===== config.mk =====
export PLATFORM = sky130hd
export DESIGN_NAME = mdu_hilo
export DESIGN_NICKNAME = d
export VERILOG_FILES = /design/src/rtl/mdu_pkg.sv /design/src/rtl/mdu_rst_sync.sv /design/src/rtl/mdu_magnitude.sv /design/src/rtl/mdu_step.sv /design/src/rtl/mdu_sign_fix.sv /design/src/rtl/mdu_hilo.sv
export SDC_FILE = /design/constraint.sdc
export NUM_CORES = 1
export LEC_CHECK = 0
export ABC_AREA = 1
export BUFFER_PORTS_ARGS = -buffer_cell sky130_fd_sc_hd__buf_2
export CAP_MARGIN = 20
export CORE_AREA = 2 2 176 178
export DETAILED_ROUTE_END_ITERATION = 8
export DIE_AREA = 0 0 178 180
export PLACE_DENSITY = 0.81
export SYNTH_ARGS = -nofsm -noshare
export SYNTH_HDL_FRONTEND = slang
export SYNTH_SLANG_ARGS = --single-unit

===== constraint.sdc =====
create_clock -name clk -period 3.9 [get_ports clk]
set_input_delay 0.78 -clock clk [delete_from_list [all_inputs] [get_ports clk]]
set_output_delay 0.78 -clock clk [all_outputs]
set_load 0.02 [all_outputs]

===== src/rtl/mdu_pkg.sv =====
package mdu_pkg;

  typedef enum logic [2:0] {
    OP_MULS  = 3'd0,
    OP_MULU  = 3'd1,
    OP_DIVS  = 3'd2,
    OP_DIVU  = 3'd3,
    OP_MULLO = 3'd4
  } mdu_op_e;

  typedef enum logic {
    ST_IDLE = 1'b0,
    ST_RUN  = 1'b1
  } mdu_state_e;

  function automatic logic op_known(input logic [2:0] code);
    return code <= 3'd4;
  endfunction

  function automatic logic op_is_div(input logic [2:0] code);
    return (code == OP_DIVS) || (code == OP_DIVU);
  endfunction

  function automatic logic op_is_signed(input logic [2:0] code);
    return (code == OP_MULS) || (code == OP_DIVS) || (code == OP_MULLO);
  endfunction

endpackage


===== src/rtl/mdu_rst_sync.sv =====
module mdu_rst_sync #(
  parameter int STAGES = 2
) (
  input  logic clk,
  input  logic rst_n,
  output logic rst_sync_n
);

  logic [STAGES-1:0] chain_q;

  always_ff @(posedge clk or negedge rst_n) begin
    if (!rst_n) begin
      chain_q <= '0;
    end else begin
      chain_q <= {chain_q[STAGES-2:0], 1'b1};
    end
  end

  assign rst_sync_n = chain_q[STAGES-1];

endmodule


===== src/rtl/mdu_magnitude.sv =====
module mdu_magnitude #(
  parameter int W = 32
) (
  input  logic [W-1:0] val_i,
  input  logic         sgn_i,
  output logic [W-1:0] mag_o,
  output logic         neg_o
);

  always_comb begin
    neg_o = sgn_i & val_i[W-1];
    mag_o = neg_o ? (~val_i + 1'b1) : val_i;
  end

endmodule


===== src/rtl/mdu_step.sv =====
module mdu_step #(
  parameter int W = 32
) (
  input  logic [2*W-1:0] acc_i,
  input  logic [W-1:0]   opnd_i,
  input  logic           div_i,
  output logic [2*W-1:0] acc_o
);

  logic [W:0]   sum;
  logic [W:0]   trial;
  logic         fits;
  logic [W-1:0] rem_n;

  always_comb begin
    // shift-add: conditionally add the multiplicand, then shift right
    sum   = {1'b0, acc_i[2*W-1:W]} + {1'b0, (acc_i[0] ? opnd_i : {W{1'b0}})};
    // restoring divide: shift left by one and try the subtraction
    trial = acc_i[2*W-1:W-1];
    fits  = ({1'b0, opnd_i} <= trial);
    rem_n = trial[W-1:0] - opnd_i;
    if (!div_i) begin
      acc_o = {sum, acc_i[W-1:1]};
    end else if (fits) begin
      acc_o = {rem_n, acc_i[W-2:0], 1'b1};
    end else begin
      acc_o = {acc_i[2*W-2:0], 1'b0};
    end
  end

endmodule


===== src/rtl/mdu_sign_fix.sv =====
module mdu_sign_fix #(
  parameter int W = 32
) (
  input  logic [2*W-1:0] raw_i,
  input  logic           div_i,
  input  logic           neg_a_i,
  input  logic           neg_b_i,
  output logic [W-1:0]   hi_o,
  output logic [W-1:0]   lo_o
);

  logic [2*W-1:0] prod;
  logic [W-1:0]   quo;
  logic [W-1:0]   rem;

  always_comb begin
    prod = (neg_a_i ^ neg_b_i) ? (~raw_i + 1'b1) : raw_i;
    quo  = (neg_a_i ^ neg_b_i) ? (~raw_i[W-1:0] + 1'b1) : raw_i[W-1:0];
    rem  = neg_a_i ? (~raw_i[2*W-1:W] + 1'b1) : raw_i[2*W-1:W];
    if (div_i) begin
      hi_o = rem;
      lo_o = quo;
    end else begin
      hi_o = prod[2*W-1:W];
      lo_o = prod[W-1:0];
    end
  end

endmodule


===== src/rtl/mdu_hilo.sv =====
module mdu_hilo #(
  parameter int W = 32
) (
  input  logic         clk,
  input  logic         rst_n,
  input  logic         start_i,
  input  logic [2:0]   op_i,
  input  logic [W-1:0] opa_i,
  input  logic [W-1:0] opb_i,
  output logic         busy_o,
  output logic [W-1:0] hi_o,
  output logic [W-1:0] lo_o,
  output logic [W-1:0] mul_lo_o,
  output logic         mul_lo_vld_o
);

  import mdu_pkg::*;

  localparam int CW = $clog2(W);
  localparam logic [CW-1:0] LAST = CW'(W - 1);

  logic rst_sync_n;

  mdu_rst_sync #(.STAGES(2)) u_rst (
    .clk        (clk),
    .rst_n      (rst_n),
    .rst_sync_n (rst_sync_n)
  );

  // state
  mdu_state_e     state_q, state_d;
  logic [CW-1:0]  cnt_q, cnt_d;
  logic [2*W-1:0] acc_q, acc_d;
  logic [W-1:0]   opnd_q;
  logic [2:0]     op_q;
  logic           nega_q, negb_q;
  logic [W-1:0]   hi_q, lo_q, mlo_q;
  logic           mvld_q, mvld_d;

  // operand conditioning
  logic [1:0][W-1:0] opnd_in;
  logic [1:0][W-1:0] mag;
  logic [1:0]        neg;
  logic              sgn_req;

  assign opnd_in[0] = opa_i;
  assign opnd_in[1] = opb_i;
  assign sgn_req    = op_is_signed(op_i);

  for (genvar g = 0; g < 2; g++) begin : g_mag
    mdu_magnitude #(.W(W)) u_mag (
      .val_i (opnd_in[g]),
      .sgn_i (sgn_req),
      .mag_o (mag[g]),
      .neg_o (neg[g])
    );
  end

  // control
  logic accept, running, finish;
  logic load_en, step_en, hilo_en, mlo_en;

  assign running = (state_q == ST_RUN);
  assign accept  = start_i && !running && op_known(op_i);
  assign finish  = running && (cnt_q == LAST);
  assign load_en = accept;
  assign step_en = running;
  assign hilo_en = finish && (op_q != OP_MULLO);
  assign mlo_en  = finish && (op_q == OP_MULLO);

  // datapath
  logic [2*W-1:0] acc_step;
  logic [W-1:0]   fix_hi, fix_lo;

  mdu_step #(.W(W)) u_step (
    .acc_i  (acc_q),
    .opnd_i (opnd_q),
    .div_i  (op_is_div(op_q)),
    .acc_o  (acc_step)
  );

  mdu_sign_fix #(.W(W)) u_fix (
    .raw_i   (acc_step),
    .div_i   (op_is_div(op_q)),
    .neg_a_i (nega_q),
    .neg_b_i (negb_q),
    .hi_o    (fix_hi),
    .lo_o    (fix_lo)
  );

  // next state
  always_comb begin
    state_d = state_q;
    if (accept) begin
      state_d = ST_RUN;
    end else if (finish) begin
      state_d = ST_IDLE;
    end
    cnt_d  = load_en ? '0 : (cnt_q + 1'b1);
    acc_d  = load_en ? {{W{1'b0}}, mag[0]} : acc_step;
    mvld_d = mlo_en;
  end

  // control registers with reset
  always_ff @(posedge clk or negedge rst_sync_n) begin
    if (!rst_sync_n) begin
      state_q <= ST_IDLE;
      cnt_q   <= '0;
      mvld_q  <= 1'b0;
      hi_q    <= '0;
      lo_q    <= '0;
      mlo_q   <= '0;
    end else begin
      state_q <= state_d;
      mvld_q  <= mvld_d;
      if (load_en || step_en) begin
        cnt_q <= cnt_d;
      end
      if (hilo_en) begin
        hi_q <= fix_hi;
        lo_q <= fix_lo;
      end
      if (mlo_en) begin
        mlo_q <= fix_lo;
      end
    end
  end

  // datapath registers without reset
  always_ff @(posedge clk) begin
    if (load_en || step_en) begin
      acc_q <= acc_d;
    end
    if (load_en) begin
      opnd_q <= mag[1];
      op_q   <= op_i;
      nega_q <= neg[0];
      negb_q <= neg[1];
    end
  end

  assign busy_o       = running;
  assign hi_o         = hi_q;
  assign lo_o         = lo_q;
  assign mul_lo_o     = mlo_q;
  assign mul_lo_vld_o = mvld_q;

endmodule


=== Word level (Yosys, flattened, before mapping) ===
Index checks and enable logic that the tools add are counted.

* Register bits: 206
* Input port bits: 70
* Output and inout port bits: 98
* Word-level logic and storage cells: 64

* Add/subtract/negate cells: 8
* Order comparisons: 2
* Eq/ne operators: 7
* Multiplexer cells: 14
* Bitwise logic cells: 8
* Reductions and logical operators: 12

{| class="wikitable"
|+ Operator list
! cell !! number
|-
| 32-bit two-way mux || 8
|-
| 64-bit two-way mux || 3
|-
| 32-bit by 1-bit adder with 32-bit output, second input constant || 4
|-
| 32-bit inverter || 4
|-
| 64-bit by 1-bit adder with 64-bit output, second input constant || 1
|-
| 64-bit inverter || 1
|-
| 32-bit by 32-bit adder with 33-bit output || 1
|-
| 32-bit by 33-bit <= comparator with 1-bit output || 1
|-
| 32-bit subtractor || 1
|-
| 3-bit by 2-bit equality test with 1-bit output, second input constant || 3
|-
| 3-bit equality test, second input constant || 2
|-
| 5-bit by 1-bit adder with 5-bit output, second input constant || 1
|-
| 5-bit equality test, second input constant || 1
|-
| 1-bit logical AND || 5
|-
| 5-bit two-way mux || 1
|-
| 1-bit logical OR || 4
|-
| 3-bit <= comparator, second input constant || 1
|-
| 3-bit logical NOT || 1
|-
| 3-bit inequality test, second input constant || 1
|-
| 1-bit AND || 2
|-
| 1-bit two-way mux || 2
|-
| 2-bit nonzero test || 1
|-
| 1-bit logical NOT || 1
|-
| 1-bit XOR || 1
|}

=== Depth between registers and ports, before layout ===
* Word-level depth: 7
* Gate-level depth with buffers: 34
* Mapped depth without buffers: 34

=== Modules after synthesis ===
From an unflattened synthesis, not the netlist that was laid out.

* Cells, all modules: 3072
* Area total of the unflattened synthesis: 19399.9 um2

{| class="wikitable"
|+ Modules (own cells, without submodules)
! module !! instances !! cells an instance !! area each (um2) !! seq. area each (um2)
|-
| mdu_hilo || 1 || 695 || 7816.2 || 5610.4
|-
| mdu_step || 1 || 1364 || 6720.2 || 0.0
|-
| mdu_sign_fix || 1 || 556 || 2650.0 || 0.0
|-
| mdu_magnitude || 2 || 227 || 1079.8 || 0.0
|-
| mdu_rst_sync || 1 || 3 || 53.8 || 50.0
|}

=== Worst setup path after synthesis ===
Ideal clock, no wire load.

* Kind: register -> register
* Start point: reg acc_q[43]
* End point: reg hi_q[20] (netlist: hi_o[20])
* Setup time: 0.117 ns
* Arrival: 3.470 ns
* Required time: 3.783 ns
* Slack: 0.312 ns
* Cell stages (with the launch flop): 33
* Path buffers: 0
* Clock period less this slack: 3.588 ns
* Path through: edfxtp_1 inv_1 ha_1 nand2_1 nor2_1 nand2_2 nor2_2 nand2_1 nor2_1 nor2_1 nand2_4 nand2_4 nand2_1 nand2_2 inv_1 ha_1 nand4_1 nor2_1 nand2_1 nor2_1 nand2_1 o21ai_2 nand2_1 nor2_1 inv_1 nor2_4 o21ai_1 inv_1 nand2_1 nand2_1 nand2_1 nand3_1 nand2_1

* Longest elaborated chain between the ends: 7
* Elaborated cells between the ends (all ways): 12
* Those cells by class: add/sub (4); order compare (1); mux (5); bitwise (2)

{| class="wikitable"
|+ RTL lines
! element !! line !! RTL
|-
| start: declaration || mdu_hilo.sv:33 || <nowiki>logic [2*W-1:0] acc_q, acc_d;</nowiki>
|-
| start signal: assignment || mdu_hilo.sv:132 || <nowiki>acc_q <= acc_d;</nowiki>
|-
| 32-bit subtractor or 32-bit by 33-bit <= comparator with 1-bit output (tied branches) || mdu_step.sv:21, mdu_step.sv:20 ||
|-
| 64-bit two-way mux || mdu_step.sv:24 || <nowiki>end else if (fits) begin</nowiki>
|-
| 64-bit two-way mux (*) || mdu_step.sv:22 || <nowiki>if (!div_i) begin</nowiki>
|-
| 64-bit inverter or 32-bit inverter (tied branches) || mdu_sign_fix.sv:17, mdu_sign_fix.sv:19 ||
|-
| 64-bit by 1-bit adder with 64-bit output or 32-bit by 1-bit adder with 32-bit output (tied branches) || mdu_sign_fix.sv:17, mdu_sign_fix.sv:19 ||
|-
| 64-bit two-way mux or 32-bit two-way mux (tied branches) || mdu_sign_fix.sv:17, mdu_sign_fix.sv:19 ||
|-
| 32-bit two-way mux (*) || mdu_sign_fix.sv:20 || <nowiki>if (div_i) begin</nowiki>
|-
| end signal: assignment || mdu_hilo.sv:120 || <nowiki>hi_q <= fix_hi;</nowiki>
|-
| end: declaration || mdu_hilo.sv:37 || <nowiki>logic [W-1:0] hi_q, lo_q, mlo_q;</nowiki>
|}

Every way passes the cells marked *; elsewhere a longest branch is shown, timed or not.
A chain may end at the register's enable or synchronous reset.

=== Final worst setup path ===
* Start point: reg opnd_q[3]
* End point: reg lo_q[26] (netlist: lo_o[26])

* Longest elaborated chain between the ends: 7
* Elaborated cells between the ends (all ways): 10
* Those cells by class: add/sub (2); order compare (1); mux (5); bitwise (2)

{| class="wikitable"
|+ RTL lines
! element !! line !! RTL
|-
| start: declaration || mdu_hilo.sv:34 || <nowiki>logic [W-1:0] opnd_q;</nowiki>
|-
| start signal: assignment || mdu_hilo.sv:135 || <nowiki>opnd_q <= mag[1];</nowiki>
|-
| 32-bit by 33-bit <= comparator with 1-bit output (*) || mdu_step.sv:20 || <nowiki>fits = ({1'b0, opnd_i} <= trial);</nowiki>
|-
| 64-bit two-way mux (*) || mdu_step.sv:24 ||
|-
| 64-bit two-way mux (*) || mdu_step.sv:22 ||
|-
| 64-bit inverter or 32-bit inverter (tied branches) || mdu_sign_fix.sv:17, mdu_sign_fix.sv:18 ||
|-
| 64-bit by 1-bit adder with 64-bit output or 32-bit by 1-bit adder with 32-bit output (tied branches) || mdu_sign_fix.sv:17, mdu_sign_fix.sv:18 ||
|-
| 64-bit two-way mux or 32-bit two-way mux (tied branches) || mdu_sign_fix.sv:17, mdu_sign_fix.sv:18 ||
|-
| 32-bit two-way mux (*) || mdu_sign_fix.sv:20 ||
|-
| end signal: assignment || mdu_hilo.sv:121 || <nowiki>lo_q <= fix_lo;</nowiki>
|-
| end: declaration || mdu_hilo.sv:37 ||
|}

Marked as above.

==> flow_summary.json <==
{
  "startpoint": "opnd_q[3]",
  "critPathMaxStageDelay_ns": 0.50,
  "critPathSlowestCell": "edfxtp_1",
  "drv_slew": 0,
  "critPathRequiredTime_ns": 4.37,
  "instances_no_fill": 3570,
  "grt_util_all_layers_pct": 42.9,
  "coreArea_um2": 30200,
  "wl_mm": 70.6,
  "endpoint": "lo_o[26]",
  "first_iter_violations": 2424,
  "dieArea_um2": 32000,
  "max_freq_mhz": 254,
  "clk_pin_slew_worst_paths_ns": 0.06,
  "hpwl_mm": 53.2,
  "multi_input_area_um2": 11300,
  "worstSetupEndpointType": "flip-flop",
  "status": "complete, but fails checks",
  "fin_crit_sh_pct": 101,
  "io_buffers": 167,
  "grt_pass1_vias": 19900,
  "critPathArrivalTime_ns": 4.41,
  "ys_warn_count": 0,
  "violations": "negative setup slack",
  "highest_layer": "met4",
  "wl_per_cell_um": 19.8,
  "syn_area_um2": 18200,
  "synth_seq_cells": 206,
  "start_util_pct": 60.3,
  "synth_flop_cell": "dfrtp_1",
  "htreeDepth": 1,
  "min_path_type": "in2async",
  "r2r_slack_ns": -0.04,
  "root_buffer": "clkbuf_16",
  "avgSynthCellArea_um2": 6.56,
  "antenna_left": 0,
  "cts_buffer_depth": 3,
  "syn_to_final_growth_pct": 24.7,
  "startpoint_type": "flip-flop",
  "diodes": 0,
  "whs_ns": 0.0240,
  "r2r_end": "lo_o[26]",
  "fin_skew_ns": 0.0245,
  "synthesis.instances": 2772,
  "r2r_cells": 29,
  "via_per_inst": 5.84,
  "cts_sinks": 206,
  "power.density_nw_per_um2": 875,
  "grt_pass1_wl_mm": 106,
  "synthArstFlopShare_pct": 51.0,
  "wl_met1_mm": 25.4,
  "tightest_slew_ns": 1.06,
  "dr_wl_met3_mm": 6.08,
  "path_class": "reg2reg",
  "firstDrtPassIters": 6,
  "cts_buffers": 25,
  "syn-num-nets": 2945,
  "vdd_ir_drop_max_v": 0.000736,
  "max-cap-violations": 0,
  "crit_top_cell": "nand2_1",
  "critPathMaxFanout": 3,
  "gp_congestion": 0.998,
  "row_count": 64,
  "setup_ws_ns": -0.0398,
  "setup_viol": 2,
  "layout.nets": 3329,
  "drive_gt1_share_pct": 21.1,
  "cp_num_buf_inv": 4,
  "wl_met2_mm": 32.5,
  "p_leak_uw": 0.0122,
  "regArea_um2": 5660,
  "pin_count": 168,
  "worst-path-stages": 29,
  "cts_tree": "yes",
  "post-route-min-period_ns": 3.94,
  "synth-edff-count": 101,
  "maxSlewHeadroom_pct": 28.4,
  "path_delay_family": "simple AND/OR/NAND/NOR gates",
  "cts_hold_buf": 0,
  "n_fill_cell": 2364,
  "dp.cells": 3497,
  "vias": 20800,
  "r2r-start": "opnd_q[3]",
  "drcViolationCount": 0,
  "grt_antenna_before_repair": 0,
  "synth.distinct_cells": 56,
  "rsz0062_at_grt": "yes",
  "clock_latency_ns": 0.55,
  "grt_max_degree": 82,
  "total_power_uw": 19800,
  "ys_seq_area_share_pct": 31.1,
  "final_hold_viol_count": 0,
  "die_h_um": 180,
  "grt-ovfl-total": 0,
  "die_x_um": 178
}
==> layout by cell type (no fill, tap or decap), types with 6 or more instances in the layout <==
cell,netlist,final
a21o_1,7,7
a21oi_1,93,83
a21oi_2,3,12
buf_2,19,167
buf_4,4,254
buf_6,6,8
clkbuf_16,0,26
dfrtp_1,105,104
edfxtp_1,101,101
ha_1,101,85
ha_4,0,15
inv_1,380,367
inv_2,8,21
nand2_1,945,914
nand2_2,7,35
nand2_4,3,6
nand3_1,217,210
nand3_2,13,17
nand3b_1,18,18
nand4_1,35,35
nor2_1,253,227
nor2_2,15,25
nor2_4,7,23
nor3_1,39,35
nor4_1,11,10
o21a_1,7,7
o21ai_0,131,125
o21ai_1,14,14
o21ai_2,5,11
o21bai_1,8,6
or2_2,13,13
xnor2_1,46,46
xor2_1,64,64
==> Yosys cell counts (all sizes together) (3+ instances only) <==
library cell  number  area, um^2
nand2            955        3620
inv              388        1460
nor2             275        1120
nand3            230        1220
o21ai            150         769
dfrtp            105        2630
edfxtp           101        3030
ha               101        1260
a21oi             97         508
xor2              64         561
xnor2             46         403
clkbuf            41         154
nor3              40         205
nand4             35         219
buf               34         211
nand3b            18         135
or2               17         106
nor4              12        81.3
o21bai             8        60.1
a21o               7        52.6
o21a               7        52.6
a31oi              5        31.3
clkinv             5        18.8
nor3b              5        37.5
o41ai              4        42.6
and3               3        18.8
mux2i              3        30.0
==> what timing repair did <==
action | in CTS | in global routing
gates resized for setup | 24 | 132
setup endpoints to repair | 21 | 34
pin swaps | 8 | 47
buffers inserted | 4 | 24
==> worst register-to-register path, delay by kind of cell, from the launching register on <==
| family | cells | cell delay (ns) |
|---|---|---|
| and+or+nand+nor | 22 | 2.18 |
| DFF | 1 | 0.50 |
| adders and majority gates | 2 | 0.48 |
| buffers and inverters | 4 | 0.39 |
| xor gates and xnor gates | 1 | 0.29 |
==> kinds of logic (layout without fill, tap and decap cells) <==
| logic type | Yosys count | count (layout) | synth area share [%] |
|---|---|---|---|
| compound gates | 290 | 290 | 8.89 |
| xor+xnor | 110 | 110 | 5.30 |
| fa+ha+maj | 103 | 103 | 7.17 |
| buf+inv | 468 | 870 | 10.1 |
| flops | 206 | 206 | 31.1 |
| mux | 3 | 3 | 0.165 |
| other cells | 1 | 1 | 0.0206 |
| simple gates | 1591 | 1591 | 37.2 |
==> sequential cells by signal, indices dropped and copies added, names as in the netlist <==
signal	count
busy_o	1
acc_q	64
negb_q	1
cnt_q	5
opnd_q	32
mul_lo_vld_o	1
nega_q	1
u_rst.chain_q	2
lo_o	32
op_q	3
hi_o	32
mul_lo_o	32
==> worst min path at each step <==
stage | start | end | slack, ns | cells after the start
CTS | rst_n | u_rst.chain_q[1] | 0.01 | 1
global placement | u_rst.chain_q[0] | u_rst.chain_q[1] | 0.34 | 0
global route | rst_n | u_rst.chain_q[0] | 0.004 | 1
floorplan | u_rst.chain_q[0] | u_rst.chain_q[1] | 0.33 | 0
finish | rst_n | u_rst.chain_q[0] | 0.02 | 1
detailed placement | u_rst.chain_q[0] | u_rst.chain_q[1] | 0.36 | 0
==> final cells by class <==
class,count,share of cell area (%)
clock buffer,28,2.95
clock inverter,17,0.850
inverter,393,6.52
multi-input combinational,2098,49.8
sequential,206,25.0
tap,396,2.18
timing repair buffer,432,12.7
==> through the flow <==
step | setup slack [ns] | util [%] | TNS, ns | area, um^2
6_report | -0.0398 | 75.1 | -0.0774 | 22700
5_1_grt | -0.194 | 75.1 | -3.10 | 22700
4_1_cts | 0.00158 | 72.7 | 0 | 22000
3_5_place_dp | -0.305 | 69.5 | -2.72 | 21000
3_3_place_gp | -0.113 | 69.5 | -0.415 | 21000
2_1_floorplan | 0.312 | - | 0 | 18200
==> where the power goes <==
| part | leakage [uW] | internal (uW) | total [uW] | switching (uW) |
|---|---|---|---|---|
| combinational | 0.00942 | 4900 | 13700 | 8750 |
| sequential | 0.00232 | 3230 | 3680 | 450 |
| clock | 0.000414 | 1450 | 2510 | 1060 |
| total | 0.0122 | 9580 | 19800 | 10300 |
==> routing by layer <==
layer / global-route usage (%) / vias up
li1: - / 9598
met1: 50.8 / 9644
met2: 69.6 / 1239
met3: 6.70 / 356
met4: 32.8 / 0
met5: 0 / -
Note: power is estimated with default switching activity, not from simulation.
